## src/rtl/irq_ctrl_pkg.sv

```systemverilog
package irq_ctrl_pkg;
  localparam int REG_AW  = 5;
  localparam int NUM_CTL = 7;

  localparam int CTL_CFG0  = 0;
  localparam int CTL_CFG1  = 1;
  localparam int CTL_CFG2  = 2;
  localparam int CTL_ROUTE = 3;
  localparam int CTL_EN    = 4;
  localparam int CTL_MASK  = 5;
  localparam int CTL_WAKE  = 6;

  localparam logic [REG_AW-1:0] A_RISE_ACK = 5'd14;
  localparam logic [REG_AW-1:0] A_FALL_ACK = 5'd15;
  localparam logic [REG_AW-1:0] A_STAT0    = 5'd16;
  localparam logic [REG_AW-1:0] A_STAT1    = 5'd17;

  typedef enum logic [2:0] {
    TRIG_OFF, TRIG_RISE, TRIG_FALL, TRIG_HIGH, TRIG_LOW
  } trig_e;

  function automatic trig_e decode_trig(input logic [2:0] code);
    case (code)
      3'b001:  return TRIG_RISE;
      3'b010:  return TRIG_FALL;
      3'b101:  return TRIG_HIGH;
      3'b110:  return TRIG_LOW;
      default: return TRIG_OFF;
    endcase
  endfunction
endpackage

```

## src/rtl/irq_sync.sv

```systemverilog
module irq_sync #(
  parameter int W = 32
) (
  input  logic         clk_i,
  input  logic         rst_ni,
  input  logic [W-1:0] d_i,
  output logic [W-1:0] q_o
);
  logic [W-1:0] meta_q;

  always_ff @(posedge clk_i or negedge rst_ni) begin
    if (!rst_ni) begin
      meta_q <= '0;
      q_o    <= '0;
    end else begin
      meta_q <= d_i;
      q_o    <= meta_q;
    end
  end
endmodule

```

## src/rtl/irq_setclr_reg.sv

```systemverilog
module irq_setclr_reg #(
  parameter int W = 32
) (
  input  logic         clk_i,
  input  logic         rst_ni,
  input  logic         set_i,
  input  logic         clr_i,
  input  logic [W-1:0] wdata_i,
  output logic [W-1:0] q_o
);
  always_ff @(posedge clk_i or negedge rst_ni) begin
    if (!rst_ni)    q_o <= '0;
    else if (set_i) q_o <= q_o | wdata_i;
    else if (clr_i) q_o <= q_o & ~wdata_i;
  end
endmodule

```

## src/rtl/irq_src_cell.sv

```systemverilog
module irq_src_cell
  import irq_ctrl_pkg::*;
(
  input  logic       clk_i,
  input  logic       rst_ni,
  input  logic       lvl_i,
  input  logic [2:0] code_i,
  input  logic       rise_ack_i,
  input  logic       fall_ack_i,
  output logic       active_o,
  output logic       rise_o,
  output logic       fall_o
);
  trig_e mode;
  logic  prev_q, rise_hit, fall_hit;

  assign mode     = decode_trig(code_i);
  assign rise_hit = (mode == TRIG_RISE) &  lvl_i & ~prev_q;
  assign fall_hit = (mode == TRIG_FALL) & ~lvl_i &  prev_q;

  // a fresh edge beats an acknowledge in the same cycle
  always_ff @(posedge clk_i or negedge rst_ni) begin
    if (!rst_ni) begin
      prev_q <= 1'b0;
      rise_o <= 1'b0;
      fall_o <= 1'b0;
    end else begin
      prev_q <= lvl_i;
      rise_o <= rise_hit | (rise_o & ~rise_ack_i);
      fall_o <= fall_hit | (fall_o & ~fall_ack_i);
    end
  end

  always_comb begin
    case (mode)
      TRIG_RISE: active_o = rise_o;
      TRIG_FALL: active_o = fall_o;
      TRIG_HIGH: active_o = lvl_i;
      TRIG_LOW:  active_o = ~lvl_i;
      default:   active_o = 1'b0;
    endcase
  end
endmodule

```

## src/rtl/irq_trigger_ctrl.sv

```systemverilog
module irq_trigger_ctrl
  import irq_ctrl_pkg::*;
#(
  parameter int N_SRC = 32
) (
  input  logic              clk_i,
  input  logic              rst_ni,
  input  logic [REG_AW-1:0] addr_i,
  input  logic              we_i,
  input  logic [N_SRC-1:0]  wdata_i,
  output logic [N_SRC-1:0]  rdata_o,
  input  logic [N_SRC-1:0]  irq_i,
  output logic              req0_o,
  output logic              req1_o
);
  logic [N_SRC-1:0] ctl_q [NUM_CTL];
  logic [N_SRC-1:0] lvl_s, active, rise_q, fall_q, rise_ack, fall_ack;
  logic [N_SRC-1:0] cfg0_q, cfg1_q, cfg2_q, route_q, mask_q, vec0, vec1;

  irq_sync #(.W(N_SRC)) u_sync (
    .clk_i(clk_i), .rst_ni(rst_ni), .d_i(irq_i), .q_o(lvl_s)
  );

  for (genvar k = 0; k < NUM_CTL; k++) begin : g_ctl
    irq_setclr_reg #(.W(N_SRC)) u_reg (
      .clk_i  (clk_i),
      .rst_ni (rst_ni),
      .set_i  (we_i && (addr_i == REG_AW'(2*k))),
      .clr_i  (we_i && (addr_i == REG_AW'(2*k+1))),
      .wdata_i(wdata_i),
      .q_o    (ctl_q[k])
    );
  end

  assign cfg0_q  = ctl_q[CTL_CFG0];
  assign cfg1_q  = ctl_q[CTL_CFG1];
  assign cfg2_q  = ctl_q[CTL_CFG2];
  assign route_q = ctl_q[CTL_ROUTE];
  assign mask_q  = ctl_q[CTL_MASK];

  assign rise_ack = (we_i && addr_i == A_RISE_ACK) ? wdata_i : '0;
  assign fall_ack = (we_i && addr_i == A_FALL_ACK) ? wdata_i : '0;

  for (genvar i = 0; i < N_SRC; i++) begin : g_src
    irq_src_cell u_cell (
      .clk_i     (clk_i),
      .rst_ni    (rst_ni),
      .lvl_i     (lvl_s[i]),
      .code_i    ({cfg2_q[i], cfg1_q[i], cfg0_q[i]}),
      .rise_ack_i(rise_ack[i]),
      .fall_ack_i(fall_ack[i]),
      .active_o  (active[i]),
      .rise_o    (rise_q[i]),
      .fall_o    (fall_q[i])
    );
  end

  assign vec0 = active & mask_q &  route_q;
  assign vec1 = active & mask_q & ~route_q;

  always_ff @(posedge clk_i or negedge rst_ni) begin
    if (!rst_ni) begin
      req0_o <= 1'b0;
      req1_o <= 1'b0;
    end else begin
      req0_o <= |vec0;
      req1_o <= |vec1;
    end
  end

  always_comb begin
    rdata_o = '0;
    if (addr_i < 5'd14) rdata_o = ctl_q[addr_i[3:1]];
    else begin
      case (addr_i)
        A_RISE_ACK: rdata_o = rise_q;
        A_FALL_ACK: rdata_o = fall_q;
        A_STAT0:    rdata_o = vec0;
        A_STAT1:    rdata_o = vec1;
        default:    rdata_o = '0;
      endcase
    end
  end
endmodule

```

## config.mk

```make
export PLATFORM = sky130hd
export DESIGN_NAME = irq_trigger_ctrl
export DESIGN_NICKNAME = d
export VERILOG_FILES = /design/src/rtl/irq_ctrl_pkg.sv /design/src/rtl/irq_sync.sv /design/src/rtl/irq_setclr_reg.sv /design/src/rtl/irq_src_cell.sv /design/src/rtl/irq_trigger_ctrl.sv
export SDC_FILE = /design/constraint.sdc
export NUM_CORES = 1
export LEC_CHECK = 0
export ABC_AREA = 0
export BUFFER_PORTS_ARGS = -buffer_cell sky130_fd_sc_hd__buf_4
export CAP_MARGIN = 0
export CORE_MARGIN = 2
export CORE_UTILIZATION = 62
export CTS_BUF_LIST = sky130_fd_sc_hd__clkbuf_8
export CTS_CLUSTER_SIZE = 30
export DETAILED_ROUTE_END_ITERATION = 16
export GPL_TIMING_DRIVEN = 0
export HOLD_SLACK_MARGIN = 0.02
export PLACE_DENSITY_LB_ADDON = 0.1
export SETUP_SLACK_MARGIN = 0.4
export SYNTH_ARGS = -nofsm -noshare
export SYNTH_HDL_FRONTEND = slang
export SYNTH_HIERARCHICAL = 1
export SYNTH_SLANG_ARGS = --single-unit
export TNS_END_PERCENT = 10
```

## constraint.sdc

```tcl
create_clock -name clk_i -period 3.02 [get_ports clk_i]
set_input_delay 0.755 -clock clk_i [delete_from_list [all_inputs] [get_ports clk_i]]
set_output_delay 0.755 -clock clk_i [all_outputs]
set_load 0.005 [all_outputs]
```

### Word-level counts from Yosys, hierarchy flattened

Index checks and enable logic that the tools add are counted.
W data, S select, Z words.

* $lt $le $gt $ge: 2
* eq/ne operators: 273
* muxes and demuxes: 85
* bitwise gates (word level): 404
* reduce and logical (&&, ||, !) cells: 26

Operators by type and width (number)
* $mux W32: 19
* $pmux W3 S4: 32
* $and A32 B32 Y32: 10
* $eq A3 B2 Y1 const B: 96
* $eq A3 B3 Y1 const B: 96
* $or A32 B32 Y32: 7
* $and A1 B1 Y1: 192
* $eq A3 B1 Y1 const B: 64
* $not A1 Y1: 128
* $pmux W1 S4: 32
* $pmux W32 S4: 1
* $bmux W32 S3: 1
* $not A32 Y32: 2
* $or A1 B1 Y1: 64
* $reduce_or A32 Y1: 2
* $eq A5 B4 Y1 const B: 8
* $eq A5 B3 Y1 const B: 4
* $logic_and A1 B1 Y1: 16
* $reduce_bool A2 Y1: 7
* $eq A5 B2 Y1 const B: 2
* $eq A5 B5 Y1 const B: 2
* $eq A5 B1 Y1 const B: 1
* $logic_not A5 Y1: 1
* $lt A5 B4 Y1 const B: 1
* other kinds (2): 2

* bits in registers: 386
* input port bits: 72
* output and inout port bits: 34
* word-level logic and storage cells: 897

### Logic depth before layout (Yosys ltp)

* depth in word-level cells: 8
* gate-level depth with buffers: 8
* mapped depth without buffers: 7

### Hierarchy

Netlist, hierarchy kept.

Modules (own cells, without submodules)
* irq_setclr_reg: instances 7, cells an instance 102, area an instance 1249.9 um^2, sequential area each 800.8 um^2
* irq_src_cell: instances 32, cells an instance 16, area an instance 163.9 um^2, sequential area each 75.1 um^2
* irq_trigger_ctrl: instances 1, cells an instance 575, area an instance 4160.2 um^2, sequential area each 50.0 um^2
* irq_sync: instances 1, cells an instance 64, area an instance 1601.5 um^2, sequential area each 1601.5 um^2

### Worst setup path before layout

OpenSTA, ideal clock, no wires.

* kind: input -> output
* start point: input port addr_i[3]
* end point: output port rdata_o[0]
* arrival: 2007 ps
* data required time: 2265 ps
* setup slack: 258 ps
* stages on the path: 6
* path buffers: 2
* cell sequence: buf_2 buf_1 mux2_2 a22o_1 a21oi_1 o31ai_1

* word-level cells in the longest chain between the ends: 5
* elaborated cells on any way between the ends: 11
* those cells by class: order compare: 1; eq/ne: 4; mux: 5; bitwise: 1

RTL lines
* start, declared: line irq_trigger_ctrl.sv:8 `input logic [REG_AW-1:0] addr_i,`
* $not A3 Y4 (implied by the code): line irq_trigger_ctrl.sv:73 `if (addr_i < 5'd14) rdata_o = ctl_q[addr_i[3:1]];`
* $bmux W32 S3: line irq_trigger_ctrl.sv:73
* $mux W32 (implied by the code) (2 in series): line irq_trigger_ctrl.sv:73
* $mux W32 (*): line irq_trigger_ctrl.sv:73
* end, declared: line irq_trigger_ctrl.sv:11 `output logic [N_SRC-1:0] rdata_o,`

Mark *: on every way between the ends. The rest lies on a longest branch, timed or not. The select of a mux whose other input is x is not followed.

### Worst setup path after layout

* start point: input port addr_i[3]
* end point: output port rdata_o[25]

The elaborated chain is that of the path after synthesis.

==> out/results.ini <==
[layout]
layout.nets = 2131
drive_gt1_frac = 0.288
n_fill_cell = 2097
final_area_um2 = 24100
register_area_um2 = 9710
multi_input_area_um2 = 10500
area_delta_synth_final_pct = 21.8

[setup_path]
crit_fanout = 6
timing.rr.end = req1_o$_DFF_PN0_
r2r_cells = 8
rrSetupSlack_ns = 0.62
slowest_delay_ns = 0.54
cp-end-kind = primary output
critPathRequiredTime_ns = 2.26
crit_arrival_ns = 2.39
crit_slowest_cell = or4b_4
worstPathCellList = buf_8 > or4b_4 > buf_12 > buf_12 > buf_16 > o32ai_2 > a21oi_1 > o31ai_2 > buf_4
criticalPathCategory = input port to primary output
start_kind = input port
path_common_cell = buf_12

[floorplan]
die_area_um2 = 33300
die_w_um = 183
placementRows = 65
core_area_um2 = 31500
die_y_um = 183
start_util = 0.628
num_io_pins = 106

[routing]
first_pass_iters = 5
num_vias = 17100
drc = 0
wire_per_inst_um = 25.4
wl_mm = 63.7
antenna_left = 0
routed_via_density = 6.83
dr.first_iter.drc_count = 2311

[timing]
fin_ws_ns = -0.125
finalCritPeriodShare = 1.04
holdWs_ns = 0.134
finalSetupViolCount = 32
fin_setup_tns_ns = -2.39
worst_slew_pin_slew_ns = 1.15
rsz0062_at_grt = true
drv_slew = 0
skew_ns = 0.0214
hold_viol_final = 0
finalCriticalPeriod_ns = 3.14
relSlewSlack = 0.226
clock.fmax_ghz = 0.318

[yosys]
ys_types = 35
synth_cells = 1865
synthFlopType = dfrtp_1
synth-edff-count = 0
ys_seq_elements = 386
synth.mux.area_fraction = 0.0349
synthAdderAreaFrac = 0
yosysMostFrequentCell = dfrtp_1
syn-num-nets = 1937
synthSimpleGateAreaFrac = 0.179
synth_xor_area_frac = 0.0142
synth-compound-area-share = 0.245
synth_top_family_by_area = compound AO/OA/AOI/OAI gates
ys_warn_count = 6
yosys.area.top_type = dfrtp_1
synth_top_area_share = 0.489
async_flop_share = 1.00
synth_area_um2 = 19800
ys_seq_area_frac = 0.489
synth_common_cells = dfrtp_1 (386), nand2_1 (292), a22o_1 (255), nand2b_1 (98)
postSynthAreaPerCell_um2 = 10.6
synthTopCellsByArea = dfrtp_1 (49%), a22o_1 (11%), nand2_1 (5.5%)

[place]
placed_area_um2 = 21100
place_congestion = 0.985
place_ws_ns = -0.800
port_buffers = 104
dp_hpwl_mm = 40.7

[flow_run]
maxCapViolCount = 0

[clock_network]
clockBufferDepth = 3
cts_tree = yes
path_clk_slew_ns = 0.06
root_buffer = clkbuf_8
htreeDepth = 3
cts_made_buffers = 67
cts_num_sinks = 386
clk_latency_ns = 0.61

[grt]
grt_pass1_wl_mm = 97.6
grt_max_degree = 125
overflow = 0
antenna_found_initial = 1
grtUsageTotal = 0.384
grt_pass1_vias = 16700

[hold_path]
min_path_type = input port to async pin

[power]
p_leak_uw = 0.0103
p_per_area_nw_per_um2 = 652
ir_drop_uv = 439

[status]
status = complete, but fails checks
violations = negative setup slack

==> report_power, final <==
| part | internal (uW) | switching (uW) |
|---|---|---|
| clock network | 2610 | 2200 |
| registers | 6060 | 1080 |
| logic | 1900 | 1850 |
==> routing by layer <==
layer,share of wire,track usage
met5,0,0
met4,0.054,0.213
met3,0.11,0.111
met2,0.44,0.568
met1,0.39,0.509
==> worst max-delay path, delay by kind of cell <==
family / cells / cell delay, ns
buf+inv: 5 / 0.68
simple gates: 1 / 0.54
compound gates: 3 / 0.40
==> area by class of cell <==
| class | count | share of cell area |
|---|---|---|
| repair buffers | 125 | 0.0446 |
| inverters | 33 | 0.00515 |
| well taps | 402 | 0.0209 |
| plain buffers | 102 | 0.0343 |
| diodes | 1 | 0.000104 |
| flip-flops and latches | 386 | 0.403 |
| multi-input cells | 1344 | 0.436 |
| clock buffers | 89 | 0.0509 |
| clock inverters | 25 | 0.00432 |
==> what timing repair did <==
action / CTS / global route
hold buffers: 0 / 0
endpoints found under the setup margin: 71 / 81
cloned: 2 / 0
pin swaps: 23 / 16
setup buffers: 7 / 9
resized for setup: 221 / 92
==> worst max-delay path by stage <==
stage,start,to,slack (ns),cells past startpoint
final,addr_i[3],rdata_o[25],-0.12,9
after global routing,flop,rdata_o[25],-0.17,8
after CTS,addr_i[3],rdata_o[25],-0.11,9
after detailed placement,addr_i[3],rdata_o[28],-0.80,8
after global placement,rst_ni,u_sync/meta_q[12]$_DFF_PN0_,-2.60,1
after floorplan,addr_i[2],rdata_o[30],0.32,6
==> through the flow <==
stage               total power (uW)  cells   util
global placement                9950   2371  0.669
finish                         15700   2507  0.765
floorplan                       8880   1865      -
CTS                            15300   2497  0.751
global route                   16300   2507  0.765
detailed placement             10100   2374  0.671
==> cells by family (layout without fill, tap and decap cells) <==
logic type	Yosys count	in the layout
flops	386	386
mux	65	65
simple gates	655	655
xor+xnor	32	32
buf+inv	135	374
other cells	0	1
compound gates	592	592
==> cells in the final DEF, fill, tap and decap left out, types with 24 or more instances in the layout <==
cell       Yosys  routed
mux2_2        31      31
nor4b_1       32      32
nand2_1      292     265
clkbuf_8       0      92
nor2_1        46      44
o21ai_1       32      31
buf_2         39      27
nand3_1       33      33
o22ai_1       48      48
o31ai_1       64      32
o31ai_2        0      24
and2_1        64      64
a2bb2oi_1     32      32
buf_4          0     125
nand2b_1      98      91
o32ai_4        0      39
buf_6         24      33
o32ai_2       30      24
nand2_2        0      27
xnor2_1       32      32
dfrtp_2        0      37
inv_1         33      52
a22o_1       255     255
dfrtp_1      386     349
a21oi_1       64      50
o21ai_2       32      33
nor2b_1       34      33
nor2b_4       32      32
mux2i_1       34      27
Note: power is estimated with default switching activity, not from simulation.
